`config.mk`:
```
export PLATFORM = sky130hd
export DESIGN_NAME = rco_ring_ctrl
export DESIGN_NICKNAME = d
export VERILOG_FILES = /design/src/rtl/rco_ring_ctrl.sv
export SDC_FILE = /design/constraint.sdc
export NUM_CORES = 1
export LEC_CHECK = 0
export ABC_AREA = 0
export BUFFER_PORTS_ARGS = -buffer_cell sky130_fd_sc_hd__buf_2
export CORE_MARGIN = 5
export CORE_UTILIZATION = 44
export DETAILED_ROUTE_END_ITERATION = 6
export PLACE_DENSITY_LB_ADDON = 0.25
export SYNTH_ARGS = -nofsm -noshare
export SYNTH_HDL_FRONTEND = slang
export SYNTH_SLANG_ARGS = --single-unit
```
`constraint.sdc`:
```
create_clock -name clk -period 2.25 [get_ports clk]
set_clock_uncertainty 0.15 [all_clocks]
set_input_delay 0 -clock clk [delete_from_list [all_inputs] [get_ports clk]]
set_output_delay 0 -clock clk [all_outputs]
set_load 0.005 [all_outputs]
```
`src/rtl/rco_ring_ctrl.sv`:
```
// Ring pointers and occupancy; decides push, pop and the two queue-level errors.
module rco_ring_ctrl #(
  parameter int DEPTH = 8,
  parameter int PTR_W = 3,
  parameter int CNT_W = 4
) (
  input  logic             clk,
  input  logic             rst,
  input  logic             req,
  input  logic             cpl,
  output logic             push,
  output logic             pop,
  output logic             ovf_evt,
  output logic             stray_evt,
  output logic [PTR_W-1:0] wr_ptr,
  output logic [PTR_W-1:0] rd_ptr,
  output logic [CNT_W-1:0] count
);
  localparam logic [CNT_W-1:0] FULL_V = CNT_W'(DEPTH);
  localparam logic [CNT_W-1:0] ONE_C  = CNT_W'(1);
  localparam logic [PTR_W-1:0] LAST_P = PTR_W'(DEPTH - 1);
  localparam logic [PTR_W-1:0] ONE_P  = PTR_W'(1);

  logic empty, full;

  function automatic logic [PTR_W-1:0] bump(input logic [PTR_W-1:0] p);
    return (p == LAST_P) ? '0 : p + ONE_P;
  endfunction

  always_comb begin
    empty     = (count == '0);
    full      = (count == FULL_V);
    pop       = cpl && !empty;
    // a completion on the same edge frees one slot for the new request
    push      = req && (!full || pop);
    ovf_evt   = req && !push;
    stray_evt = cpl && empty;
  end

  always_ff @(posedge clk) begin
    if (rst) begin
      wr_ptr <= '0;
      rd_ptr <= '0;
      count  <= '0;
    end else begin
      if (push) wr_ptr <= bump(wr_ptr);
      if (pop)  rd_ptr <= bump(rd_ptr);
      case ({push, pop})
        2'b10:   count <= count + ONE_C;
        2'b01:   count <= count - ONE_C;
        default: count <= count;
      endcase
    end
  end
endmodule

```
======== Yosys cells after proc, flatten, opt, wreduce, memory -nomap -nowiden ========
Index checks and enable logic that the tools add are counted.
cells by class
  add/sub/neg operators ................... 4
  equality and inequality tests ........... 5
  mux-type cells .......................... 3
  reduce and logical (&&, ||, !) cells .... 10
operators by type and width
  kind                 number
  $pmux 4 s2           1
  $add 3x1->3 const B  2
  $eq 3x3->1 const B   2
  $mux 3               2
  $add 4x1->4 const B  1
  $eq 4x4->1 const B   1
  $logic_and 1x1->1    4
  $logic_not 4->1      1
  $sub 4x1->4 const B  1
  $logic_not 1->1      3
  $eq 2x1->1 const B   1
  $eq 2x2->1 const B   1
  $reduce_bool 2->1    1
  $logic_or 1x1->1     1
word-level totals
  register bits after elaboration ......... 10
  input bits .............................. 4
  word-level logic and storage cells ...... 25

======== Longest topological paths before layout ========
  depth after elaboration ................. 7
  mapped depth ............................ 9
  depth with buffers taken out ............ 8

======== Worst setup path before layout ========
OpenSTA, ideal clock, no wires.
  path type ............................... flip-flop to flip-flop
  from .................................... register count[0]
  to ...................................... register count[3]
  setup time .............................. 0.123 ns
  arrival ................................. 2.189 ns
  data required time ...................... 1.977 ns
  path slack .............................. -0.213 ns
  cell stages (with the launch flop) ...... 10
  period minus slack after synthesis ...... 2.463 ns
  cells stage by stage .................... dfxtp_1 buf_6 o41ai_4 or2_2 inv_1 ha_1 a21oi_1 nor4bb_1 a31oi_1 mux2_1
on the way
  word-level cells in the longest chain between the ends .. 7
RTL lines
  item                                             RTL line  RTL
  from (decl)                                      17        output logic [CNT_W-1:0] count
  from (signal assigned)                           49        2'b10: count <= count + ONE_C;
  from (signal assigned)                           50        2'b01: count <= count - ONE_C;
  from (signal assigned)                           51        default: count <= count;
  $logic_not 4->1                                  31        empty = (count == '0);
  $logic_not 1->1                                  33        pop = cpl && !empty;
  $logic_and 1x1->1                                33
  $logic_or 1x1->1                                 35        push = req && (!full || pop);
  $logic_and 1x1->1                                35
  $eq 2x1->1 or $eq 2x2->1 (tied branches)         48        case ({push, pop})
  $pmux 4 s2 or $reduce_bool 2->1 (tied branches)  n/a
Several ways; a longest one is shown, not always the timed one.
A chain may end at the register's enable or synchronous reset.

======== Final worst setup path ========
Same ends and word-level chain as after synthesis.

==> run_results.csv <==
group,metric,value,unit
clock_network,cts_buffer_depth,2,
timing,setup-violations-final,0,
clock_network,h-tree-depth,1,
synth,ys_warn_count,0,
drt,vias,584,
synth,synth.area.mux_share,6.46,%
pwr,power_density,1150,mW/mm^2
die,initial_utilization,47.9,%
final_layout,final_util,65.1,%
setup_path,arrival,2.22,ns
drt,wire_per_inst,12.5,um
drt,drt_first_pass_iters,4,
synth,synth_area_leader_cell,"dfxtp_1",
setup_path,path_delay_family,"compound AO/OA/AOI/OAI gates",
clock_network,clk_pin_slew,0.07,ns
drt,drt_iter0_markers,11,
drt,wirelength,1390,um
setup_path,crit_type,"register to register",
synth,synth_simple_gate_area_share,19.2,%
place,dp_cells,103,
pwr,pwr-share-clk,13.2,%
setup_path,path_max_fanout,3,
final_layout,nNetsFinal,108,
timing,rsz0062_at_grt,"yes",
synth,ys_seq_elements,10,
synth,synth-async-reset-ratio,0,%
timing,fin_ws,0.0382,ns
timing,finalSetupTns,0,ns
die,die_area,0.00232,mm^2
die,fp.dieW,48.1,um
final_layout,diodes,0,
global_route,grt_max_degree,12,
die,die_y,48.1,um
setup_path,crit_path_start_kind,"register",
setup_path,critical_path_buf_inv_count,1,
worst_hold_path,hold_path.class,"primary input to register",
setup_path,end_kind,"register",
die,ios,18,
pwr,combPwrFrac,59.2,%
timing,worstMarginPinSlew,0.361,ns
setup_path,crit_required,2.25,ns
synth,synthAdderAreaFrac,14.9,%
synth,ys_seq_area_share,31.3,%
synth,synth_cell_types,28,
synth,syn_inst,69,
global_route,gr-total-overflow,0,
synth,syn-cell-area,639,um^2
clock_network,cts-buffers-inserted,3,
run_status,outcome,"finished, final reports clean",
pwr,p_switching,398,uW
timing,finalCritPeriodShare,98.3,%
synth,synth_xor_xnor_area_share,4.11,%
pwr,power.total,1000,uW
timing,max_freq,452,MHz
synth,synthTopCellsByArea,"dfxtp_1 31%, ha_1 12%, nor2_1 6.5%, mux2i_1 4.7%, o41ai_4 4.3%",
final_layout,area_growth,35.8,%
clock_network,clk_latency,0.27,ns
timing,slew_viol_final,0,
die,core,0.00133,mm^2
synth,synth_top_family_by_area,"simple AND/OR/NAND/NOR gates",
pwr,p_leak,0.000451,uW
place,globalplace.congestion,0.736,
synth,syn_area_per_cell,9.27,um^2
final_layout,finalNonFillerCells,111,
place,dp_hpwl,1050,um
global_route,grt_pass1_wl,2330,um
setup_path,slowest_delay,0.36,ns
setup_path,slowest_stage,"o41ai_4",
timing,slew-limit-headroom,75.9,%
flow_run,maxCapViolCount,0,
drt,antenna_left,0,
synth,synth_compound_area_share,16.2,%
pwr,p_sw_share,39.7,%
pwr,p_int,603,uW
global_route,gr-usage-all-layers,15.0,%
synth,synth_top_area_share,31.3,%
timing,hold_viol_final,0,
pwr,peakVddDrop,696,uV
die,row_count,13,
place,dp_slack,0.00819,ns
timing,period_needed,2.21,ns
clock_network,clock-sinks,10,
drt,via_per_inst,5.26,
synth,synth_ff_type,"dfxtp_1",
synth,synth_enable_flop_cells,0,
global_route,antenna_found_initial,0,
drt,drc_errors,0,
global_route,grt_pass1_vias,541,
place,place.port_buffers,17,
setup_path,crit_path_cell_trace,"o41ai_4 -> or2_4 -> inv_4 -> ha_4 -> nand3_2 -> nor4bb_4 -> a31oi_1 -> mux2_1",
synth,syn_nets,80,
pwr,seqPwrFrac,27.6,%
final_layout,drive_gt1_share,42.7,%
clock_network,cts_tree,"yes",
clock_network,root_buffer,"clkbuf_4",
-- cell usage after synthesis, types with 2 or more instances --
cell type / number
ha_1: 6
mux2i_1: 3
buf_6: 2
nor3_1: 2
inv_1: 5
dfxtp_1: 10
xnor2_1: 3
nor2_1: 11
nand2_1: 4
a21oi_1: 5
-- cells in the final DEF (no fill, tap or decap), drive strengths merged --
cell type,n
buf,25
nor2,11
dfxtp,10
ha,6
inv,5
a21oi,5
nand2,4
clkbuf,4
xnor2,3
mux2i,3
nor3,2
a211oi,2
or3,1
o31a,1
o41ai,1
or2,1
and3,1
nor4b,1
o311a,1
o21ai,1
nand3,1
nor4bb,1
a31oi,1
mux2,1
nor2b,1
nor3b,1
fa,1
dlygate4sd3,1
-- timing repair --
action	in CTS	in global routing
endpoints found under the hold margin	9	0
gates cloned	0	0
setup buffers	0	3
setup endpoints to repair	1	1
gates resized for setup	1	5
hold buffers	1	0
pin swaps	0	5
-- power groups by stage --
stage          Clock, uW  Combinational, uW  Sequential, uW
3_5_place_dp           0                527             277
6_report             132                593             276
4_1_cts              136                535             273
3_3_place_gp           0                516             276
5_1_grt              142                664             281
2_1_floorplan          0                341             298
-- path summary, 6_finish.rpt --
kind	from	end	slack (ns)	depth (start not counted)
worst max-delay path	count[0]	count[3]	0.04	8
worst min-delay path	cpl	count[2]	0.08	4
worst max register to register	count[0]	count[3]	0.04	8
worst min register to register	rd_ptr[2]	rd_ptr[2]	0.34	2
-- worst register-to-register path, delay by kind of cell, from the launching register on --
family / cells / cell delay [ns]
AND/OR/NAND/NOR: 3 / 0.44
AO/OA/AOI/OAI: 2 / 0.52
adder cells (fa/ha/maj): 1 / 0.27
buffers and inverters: 1 / 0.05
multiplexers: 1 / 0.34
flip-flops: 1 / 0.34
-- metrics by stage --
| stage | instance area, um^2 | hold slack, ns |
|---|---|---|
| 2_1_floorplan | 663 | -0.116 |
| 3_3_place_gp | 773 | 0.163 |
| 3_5_place_dp | 773 | 0.173 |
| 4_1_cts | 816 | 0.0769 |
| 5_1_grt | 868 | 0.130 |
| 6_report | 868 | 0.0824 |
-- layout make-up --
| type | count | area, um^2 |
|---|---|---|
| fillers | 103 | 465 |
| clock buffers | 4 | 26.3 |
| repair buffers | 26 | 155 |
| well taps | 15 | 18.8 |
| flip-flops and latches | 10 | 206 |
| inverters | 5 | 21.3 |
| multi-input cells | 51 | 440 |
-- per-layer routing --
metal	routed length (um)	part of all wire, %	track usage, %	vias to the layer above
met1	656	47	17.9	274
met2	634	46	24.5	16
met4	0	0	9.68	0
met5	0	0	0	-
li1	-	-	-	294
met3	101	7.3	2.58	0
-- flip-flops by register name, indices dropped and copies added, names as in the netlist --
name	flops
rd_ptr	3
wr_ptr	3
count	4
-- kinds of logic after synthesis --
kind of cell	Yosys count
XOR/XNOR	3
multiplexers	4
flip-flops	10
buffers and inverters	8
AO/OA/AOI/OAI	12
AND/OR/NAND/NOR	25
adder cells (fa/ha/maj)	7
Power figures use the tool's default switching activity.
